--- config.mk ---
export PLATFORM = sky130hd
export DESIGN_NAME = pwm3_center_top
export DESIGN_NICKNAME = d
export VERILOG_FILES = /design/src/rtl/pwm3_pkg.sv /design/src/rtl/pwm3_timebase.sv /design/src/rtl/pwm3_phase.sv /design/src/rtl/pwm3_outstage.sv /design/src/rtl/pwm3_center_top.sv
export SDC_FILE = /design/constraint.sdc
export NUM_CORES = 1
export LEC_CHECK = 0
export ABC_AREA = 1
export CORE_MARGIN = 2
export CORE_UTILIZATION = 59
export CTS_CLUSTER_DIAMETER = 50
export DETAILED_ROUTE_END_ITERATION = 6
export DONT_BUFFER_PORTS = 1
export MAX_ROUTING_LAYER = met4
export PLACE_DENSITY_LB_ADDON = 0.08
export SETUP_SLACK_MARGIN = 0.2
export SYNTH_ARGS = -nofsm -noshare
export SYNTH_HDL_FRONTEND = slang
export SYNTH_SLANG_ARGS = --single-unit
--- constraint.sdc ---
create_clock -name clk -period 4.4 [get_ports clk]
set_clock_uncertainty 0.1 [all_clocks]
set_input_delay 0.22 -clock clk [delete_from_list [all_inputs] [get_ports clk]]
set_output_delay 0.22 -clock clk [all_outputs]
set_load 0.01 [all_outputs]
--- src/rtl/pwm3_pkg.sv ---
package pwm3_pkg;
  typedef enum logic {DIR_UP = 1'b0, DIR_DN = 1'b1} dir_e;
endpackage

--- src/rtl/pwm3_timebase.sv ---
module pwm3_timebase
  import pwm3_pkg::*;
#(
  parameter int CW = 16
) (
  input  logic          clk,
  input  logic          rst_n,
  input  logic [CW-1:0] period_i,
  input  logic          sync_i,
  output logic [CW-1:0] cnt_o,
  output logic [CW-1:0] per_o,
  output logic          vload_o,
  output logic          pload_o
);
  logic [CW-1:0] cnt_q, cnt_d, per_q, per_d;
  dir_e          dir_q, dir_d;

  always_comb begin
    cnt_d   = cnt_q;
    dir_d   = dir_q;
    vload_o = 1'b0;
    pload_o = 1'b0;
    if (sync_i) begin
      cnt_d   = '0;
      dir_d   = DIR_UP;
      vload_o = 1'b1;
    end else if (dir_q == DIR_UP) begin
      if (cnt_q >= per_q) begin
        if (per_q <= CW'(1)) begin
          cnt_d   = '0;
          vload_o = 1'b1;
        end else begin
          cnt_d = per_q - CW'(1);
          dir_d = DIR_DN;
        end
      end else begin
        cnt_d   = cnt_q + CW'(1);
        pload_o = (cnt_q + CW'(1) == per_q);
      end
    end else begin
      if (cnt_q <= CW'(1)) begin
        cnt_d   = '0;
        dir_d   = DIR_UP;
        vload_o = 1'b1;
      end else begin
        cnt_d = cnt_q - CW'(1);
      end
    end
    per_d = vload_o ? period_i : per_q;
  end

  always_ff @(posedge clk or negedge rst_n) begin
    if (!rst_n) begin
      cnt_q <= '0;
      dir_q <= DIR_UP;
      per_q <= '0;
    end else begin
      cnt_q <= cnt_d;
      dir_q <= dir_d;
      per_q <= per_d;
    end
  end

  assign cnt_o = cnt_q;
  assign per_o = per_q;

  assert_cnt_step_R2: assert property (@(posedge clk) disable iff (!rst_n)
    1'b1 |=> (cnt_q == '0) || (cnt_q == $past(cnt_q) + CW'(1)) || (cnt_q == $past(cnt_q) - CW'(1)));
  assert_cnt_bound_R2: assert property (@(posedge clk) disable iff (!rst_n)
    cnt_q <= per_q);
endmodule

--- src/rtl/pwm3_phase.sv ---
module pwm3_phase #(
  parameter int CW  = 16,
  parameter int DTW = 8
) (
  input  logic           clk,
  input  logic           rst_n,
  input  logic [CW-1:0]  cnt_i,
  input  logic [CW-1:0]  per_i,
  input  logic [CW-1:0]  duty_i,
  input  logic           wr_i,
  input  logic           vload_i,
  input  logic           pload_i,
  input  logic           dbl_i,
  input  logic [DTW-1:0] dt_i,
  output logic           hi_o,
  output logic           lo_o
);
  localparam int LW = CW + 2;

  logic [CW-1:0]        shd_q, shd_d, act_q, act_d;
  logic                 lvl_q, lvl_d;
  logic [DTW-1:0]       dtc_q, dtc_d;
  logic signed [LW-1:0] lim;
  logic                 full_on, full_off, ld_en;

  always_comb begin
    shd_d = wr_i ? duty_i : shd_q;
    ld_en = vload_i | (pload_i & dbl_i);
    act_d = ld_en ? shd_q : act_q;
    lim      = LW'({2'b00, per_i >> 1}) + LW'({{2{act_q[CW-1]}}, act_q});
    full_off = (lim <= 0);
    full_on  = (lim >= $signed(LW'({2'b00, per_i})));
    if (full_on)       lvl_d = 1'b1;
    else if (full_off) lvl_d = 1'b0;
    else               lvl_d = (cnt_i < lim[CW-1:0]);
    if (lvl_d != lvl_q)    dtc_d = '0;
    else if (dtc_q < dt_i) dtc_d = dtc_q + DTW'(1);
    else                   dtc_d = dtc_q;
  end

  always_ff @(posedge clk or negedge rst_n) begin
    if (!rst_n) begin
      shd_q <= '0;
      act_q <= '0;
      lvl_q <= 1'b0;
      dtc_q <= '0;
    end else begin
      shd_q <= shd_d;
      act_q <= act_d;
      lvl_q <= lvl_d;
      dtc_q <= dtc_d;
    end
  end

  assign hi_o = lvl_q  & (dtc_q >= dt_i);
  assign lo_o = ~lvl_q & (dtc_q >= dt_i);

  assert_no_overlap_R5: assert property (@(posedge clk) disable iff (!rst_n)
    !(hi_o && lo_o));
  assert_guard_gap_R5: assert property (@(posedge clk) disable iff (!rst_n)
    ((lvl_q != $past(lvl_q)) && (dt_i != '0)) |-> (!hi_o && !lo_o));
endmodule

--- src/rtl/pwm3_outstage.sv ---
module pwm3_outstage #(
  parameter int NPH = 3
) (
  input  logic [NPH-1:0]   hi_i,
  input  logic [NPH-1:0]   lo_i,
  input  logic [2*NPH-1:0] en_i,
  input  logic [NPH-1:0]   xov_i,
  input  logic             pol_i,
  input  logic             gate_i,
  output logic [2*NPH-1:0] pin_o
);
  for (genvar k = 0; k < NPH; k++) begin : g_pair
    logic a, b;
    always_comb begin
      a = xov_i[k] ? lo_i[k] : hi_i[k];
      b = xov_i[k] ? hi_i[k] : lo_i[k];
      pin_o[2*k]   = (a & en_i[2*k]   & ~gate_i) ^ ~pol_i;
      pin_o[2*k+1] = (b & en_i[2*k+1] & ~gate_i) ^ ~pol_i;
    end
  end
endmodule

--- src/rtl/pwm3_center_top.sv ---
module pwm3_center_top #(
  parameter int CW  = 16,
  parameter int DTW = 8,
  parameter int NPH = 3
) (
  input  logic             clk,
  input  logic             rst_n,
  input  logic [CW-1:0]    period_i,
  input  logic [NPH*CW-1:0] duty_i,
  input  logic             duty_wr_i,
  input  logic             dbl_i,
  input  logic [DTW-1:0]   dt_i,
  input  logic             sync_i,
  input  logic [2*NPH-1:0] en_i,
  input  logic [NPH-1:0]   xov_i,
  input  logic             pol_i,
  input  logic             shdn_i,
  input  logic             clr_i,
  output logic [2*NPH-1:0] pwm_o,
  output logic             trip_o
);
  logic [1:0]    rs_q;
  logic          rst_sn;
  logic [CW-1:0] cnt, per;
  logic          vload, pload;
  logic [NPH-1:0] hi, lo;
  logic          trip_q, trip_d;

  always_ff @(posedge clk or negedge rst_n) begin
    if (!rst_n) rs_q <= 2'b00;
    else        rs_q <= {rs_q[0], 1'b1};
  end
  assign rst_sn = rs_q[1];

  pwm3_timebase #(.CW(CW)) tb_i (
    .clk(clk), .rst_n(rst_sn), .period_i(period_i), .sync_i(sync_i),
    .cnt_o(cnt), .per_o(per), .vload_o(vload), .pload_o(pload)
  );

  for (genvar k = 0; k < NPH; k++) begin : g_ph
    pwm3_phase #(.CW(CW), .DTW(DTW)) ph_i (
      .clk(clk), .rst_n(rst_sn), .cnt_i(cnt), .per_i(per),
      .duty_i(duty_i[k*CW +: CW]), .wr_i(duty_wr_i),
      .vload_i(vload), .pload_i(pload), .dbl_i(dbl_i), .dt_i(dt_i),
      .hi_o(hi[k]), .lo_o(lo[k])
    );
  end

  always_comb trip_d = shdn_i | (trip_q & ~clr_i);

  always_ff @(posedge clk or negedge rst_sn) begin
    if (!rst_sn) trip_q <= 1'b0;
    else         trip_q <= trip_d;
  end
  assign trip_o = trip_q;

  pwm3_outstage #(.NPH(NPH)) os_i (
    .hi_i(hi), .lo_i(lo), .en_i(en_i), .xov_i(xov_i), .pol_i(pol_i),
    .gate_i(shdn_i | trip_q), .pin_o(pwm_o)
  );

  assert_shdn_off_R12: assert property (@(posedge clk) disable iff (!rst_sn)
    shdn_i |-> (pwm_o == {2*NPH{~pol_i}}));
  assert_trip_off_R13: assert property (@(posedge clk) disable iff (!rst_sn)
    trip_o |-> (pwm_o == {2*NPH{~pol_i}}));
  assert_trip_set_R13: assert property (@(posedge clk) disable iff (!rst_sn)
    shdn_i |=> trip_o);
endmodule

==> impl_metrics.csv <==
group,metric,value,unit
pwr,p_sw_share,50.8,%
die,io_pins,96,
sta,finalSetupTns,0,ps
final_layout,area_growth,15.9,%
clocking,post_cts_buffers,0,
pwr,irDropWorstVdd,0.322,mV
pwr,clockPowerShare,16.8,%
yosys,synth_area_leader_cell,"dfrtp_1",
sta,hold_viol_final,0,
global_route,antenna_found_initial,0,
global_route,grt.total_usage,35.4,%
yosys,synth.top_cell.area_share,29.3,%
critical_path,crit_fanout,8,
pwr,p_leak,8.32,nW
die,initial_core_util,60.0,%
yosys,synth_ff_type,"dfrtp_1",
yosys,synth-async-reset-ratio,100,%
clocking,insertion_delay,450,ps
die,num_rows,55,
pwr,power_density,582,nW/um2
yosys,syn_area_per_cell,7.27,um2
place,port_buffers,0,
global_route,grt_max_degree,81,
critical_path,path_cells,"ha_1 > fa_1 > nand3_1 > nand2_1 > nand2_1 > nand2_1 > xnor2_1 > inv_1 > ha_1 > nand2_1 > nor2_1 > nand2_1 > nand4_1 > nand2_1 > nand2_1 > nand2_1 > nand2_1 > nand2_1 > nand2_1 > nand2_1 > nand2_1 > nand2_1 > nand2_1 > nor2_1",
critical_path,slowest_stage,"dfrtp_1",
yosys,ys_seq_area_share,29.3,%
final_layout,layout_common_cells,"nand2_1, inv_1, ha_1, nor2_1, dfrtp_1",
final_layout,final_nets,2264,
sta,fin_crit_sh,87.6,%
final_layout,fill_cells,1892,
sta,setup_ws,546,ps
yosys,synth_nets,2146,
sta,maxSlewHeadroom,46.2,%
pwr,power_frac_seq,25.2,%
pwr,internal_power,4.51,mW
critical_path,crit_arrival,4070,ps
place,post-place-ws,661,ps
critical_path,path_buf_inv,1,
global_route,grt_overflow_total,0,
critical_path,crit_family,"simple AND/OR/NAND/NOR gates",
critical_path,max_stage_delay,490,ps
sta,max_freq,259,MHz
clocking,cts_tree,"done",
sta,min_period,3850,ps
clocking,numClockSinks,159,
sta,finalSetupViolations,0,
clocking,cts_buffer_depth,2,
pwr,netSwitchingPower,4.65,mW
worst_hold_path,hold_class,"flop to flop",
place,dpl.hpwl,29200,um
yosys,synth_area_leaders,"dfrtp_1, ha_1, nand2_1, inv_1, nand3_1",
drt,ant_nets,0,
critical_path,criticalPathCategory,"flop to flop",
drt,avgViaCountPerCell,5.75,
critical_path,crit_top_cell,"nand2_1",
die,die_area,24300,um2
final_layout,final_core_util,69.6,%
sta,worstMarginPinSlew,807,ps
yosys,ys_seq_elements,159,
yosys,synthesis.area,13600,um2
drt,vias,13122,
place,dp_cells,2135,
die,die_width,156,um
critical_path,required,4620,ps
clocking,cts-htree-levels,4,
status,outcome,"completed",
die,placeableCoreArea,22600,um2
drt,wl_per_cell,17.9,um
drt,wirelength,41000,um
final_layout,finalNonFillerCells,2284,
pwr,p_comb_share,58.0,%
yosys,ys_warn_count,0,
sta,rsz0062_at_grt,"no",
yosys,synth_edf_count,0,
clocking,cts_buffers,17,
critical_path,crit_path_end_kind,"flop",
drt,dr.pass1.iters,5,
global_route,grt_pass1_wl,64600,um
yosys,ys_types,42,
final_layout,drive_above_1_share,5.40,%
drt,drt_iter0_markers,1135,
drt,drc_errors,0,
critical_path,start_kind,"flop",
clocking,clkTransAtPathRegs,80,ps
final_layout,mostFrequentLayoutCell,"nand2_1",
die,die_y,156,um
sta,finalMaxSlewViolations,0,
clocking,root_buffer,"clkbuf_16",
global_route,grt_pass1_vias,12661,
yosys,synthCells,1868,
place,gp_congestion,0.987,
sta,timing.hold.ws,267,ps
job,cap_violations,0,
final_layout,n_antenna_cell,0,
-- registers in the layout, indices dropped and copies added, names as in the netlist --
name             flops
g_ph.ph_i.lvl_q      3
tb_i.per_o          16
trip_o               1
g_ph.ph_i.dtc_q     24
g_ph.ph_i.act_q     48
g_ph.ph_i.shd_q     48
rs_q                 2
tb_i.cnt_o          16
tb_i.dir_q           1
-- final cells by class --
| type | instances | area (um2) | area share, % |
|---|---|---|---|
| multi-input cells | 1450 | 8610 | 54.7 |
| flip-flops and latches | 159 | 3980 | 25.3 |
| repair buffers | 137 | 1350 | 8.55 |
| inverters | 221 | 830 | 5.27 |
| clock buffers | 17 | 425 | 2.70 |
| well taps | 285 | 357 | 2.26 |
| clock inverters | 15 | 194 | 1.23 |
-- synth_stat cells, drive strengths merged, types with 2 or more instances --
master / number
nand2: 520
inv: 220
xor2: 53
mux2: 48
a211oi: 12
a21o: 3
mux2i: 2
a31oi: 3
o21a: 4
o211ai: 4
o21ai: 63
nor3b: 2
xnor2: 11
o211a: 2
buf: 15
nor3: 22
and2: 3
fa: 3
dfrtp: 159
nand4: 31
ha: 186
nor4: 5
o221ai: 6
clkbuf: 23
nor2: 181
nand3b: 10
nand3: 148
a21oi: 121
-- routing by layer --
| layer | up-vias | GRT usage, % | routed length, um |
|---|---|---|---|
| li1 | 6401 | - | - |
| met1 | 6113 | 44.7 | 17200 |
| met2 | 488 | 57.1 | 18800 |
| met3 | 120 | 4.47 | 2990 |
| met4 | 0 | 16.4 | 2030 |
| met5 | - | - | 0 |
-- metrics by stage --
stage               total power, mW  instance area, um2
finish                         9.16               15700
global route                   10.0               15700
CTS                            9.07               15700
detailed placement             7.37               14000
global placement               7.23               14000
floorplan                      5.97               13600
-- repair_timing --
action,4_1_cts,5_1_grt
hold buffers,117,0
resized for setup,0,2
endpoints found under the setup margin,0,8
hold endpoints to repair,68,0
-- power by group through the flow --
stage	logic, mW	registers (mW)	clock network (mW)
after global placement	4.92	2.31	0
after floorplan	3.92	2.05	0
after global routing	6.04	2.34	1.62
final	5.31	2.31	1.54
after CTS	5.22	2.29	1.56
after detailed placement	5.05	2.32	0
-- worst paths after layout --
path	start	endpoint	slack, ps	cells after the start
hold / removal	rs_q[0]	rs_q[1]	270	0
hold reg to reg	rs_q[0]	rs_q[1]	270	0
max in group asynchronous	rs_q[1]	tb_i.dir_q	2830	1
setup / recovery	tb_i.per_o[1]	g_ph[1].ph_i.dtc_q[6]	550	24
min in group asynchronous	rs_q[1]	g_ph[2].ph_i.shd_q[15]	290	0
setup reg to reg	tb_i.per_o[1]	g_ph[1].ph_i.dtc_q[6]	550	24
-- cells by family (layout without fill, tap and decap cells) --
| kind of cell | Yosys count | count (layout) | share of synthesized area, % |
|---|---|---|---|
| AOI/OAI and AO/OA | 221 | 221 | 8.92 |
| xor gates and xnor gates | 66 | 66 | 4.47 |
| adders and majority gates | 189 | 189 | 17.6 |
| buffers and inverters | 259 | 390 | 7.41 |
| DFF | 159 | 159 | 29.3 |
| muxes | 50 | 50 | 4.13 |
| other | 1 | 1 | 0.0276 |
| and+or+nand+nor | 923 | 923 | 28.2 |
Power figures use the tool's default switching activity.
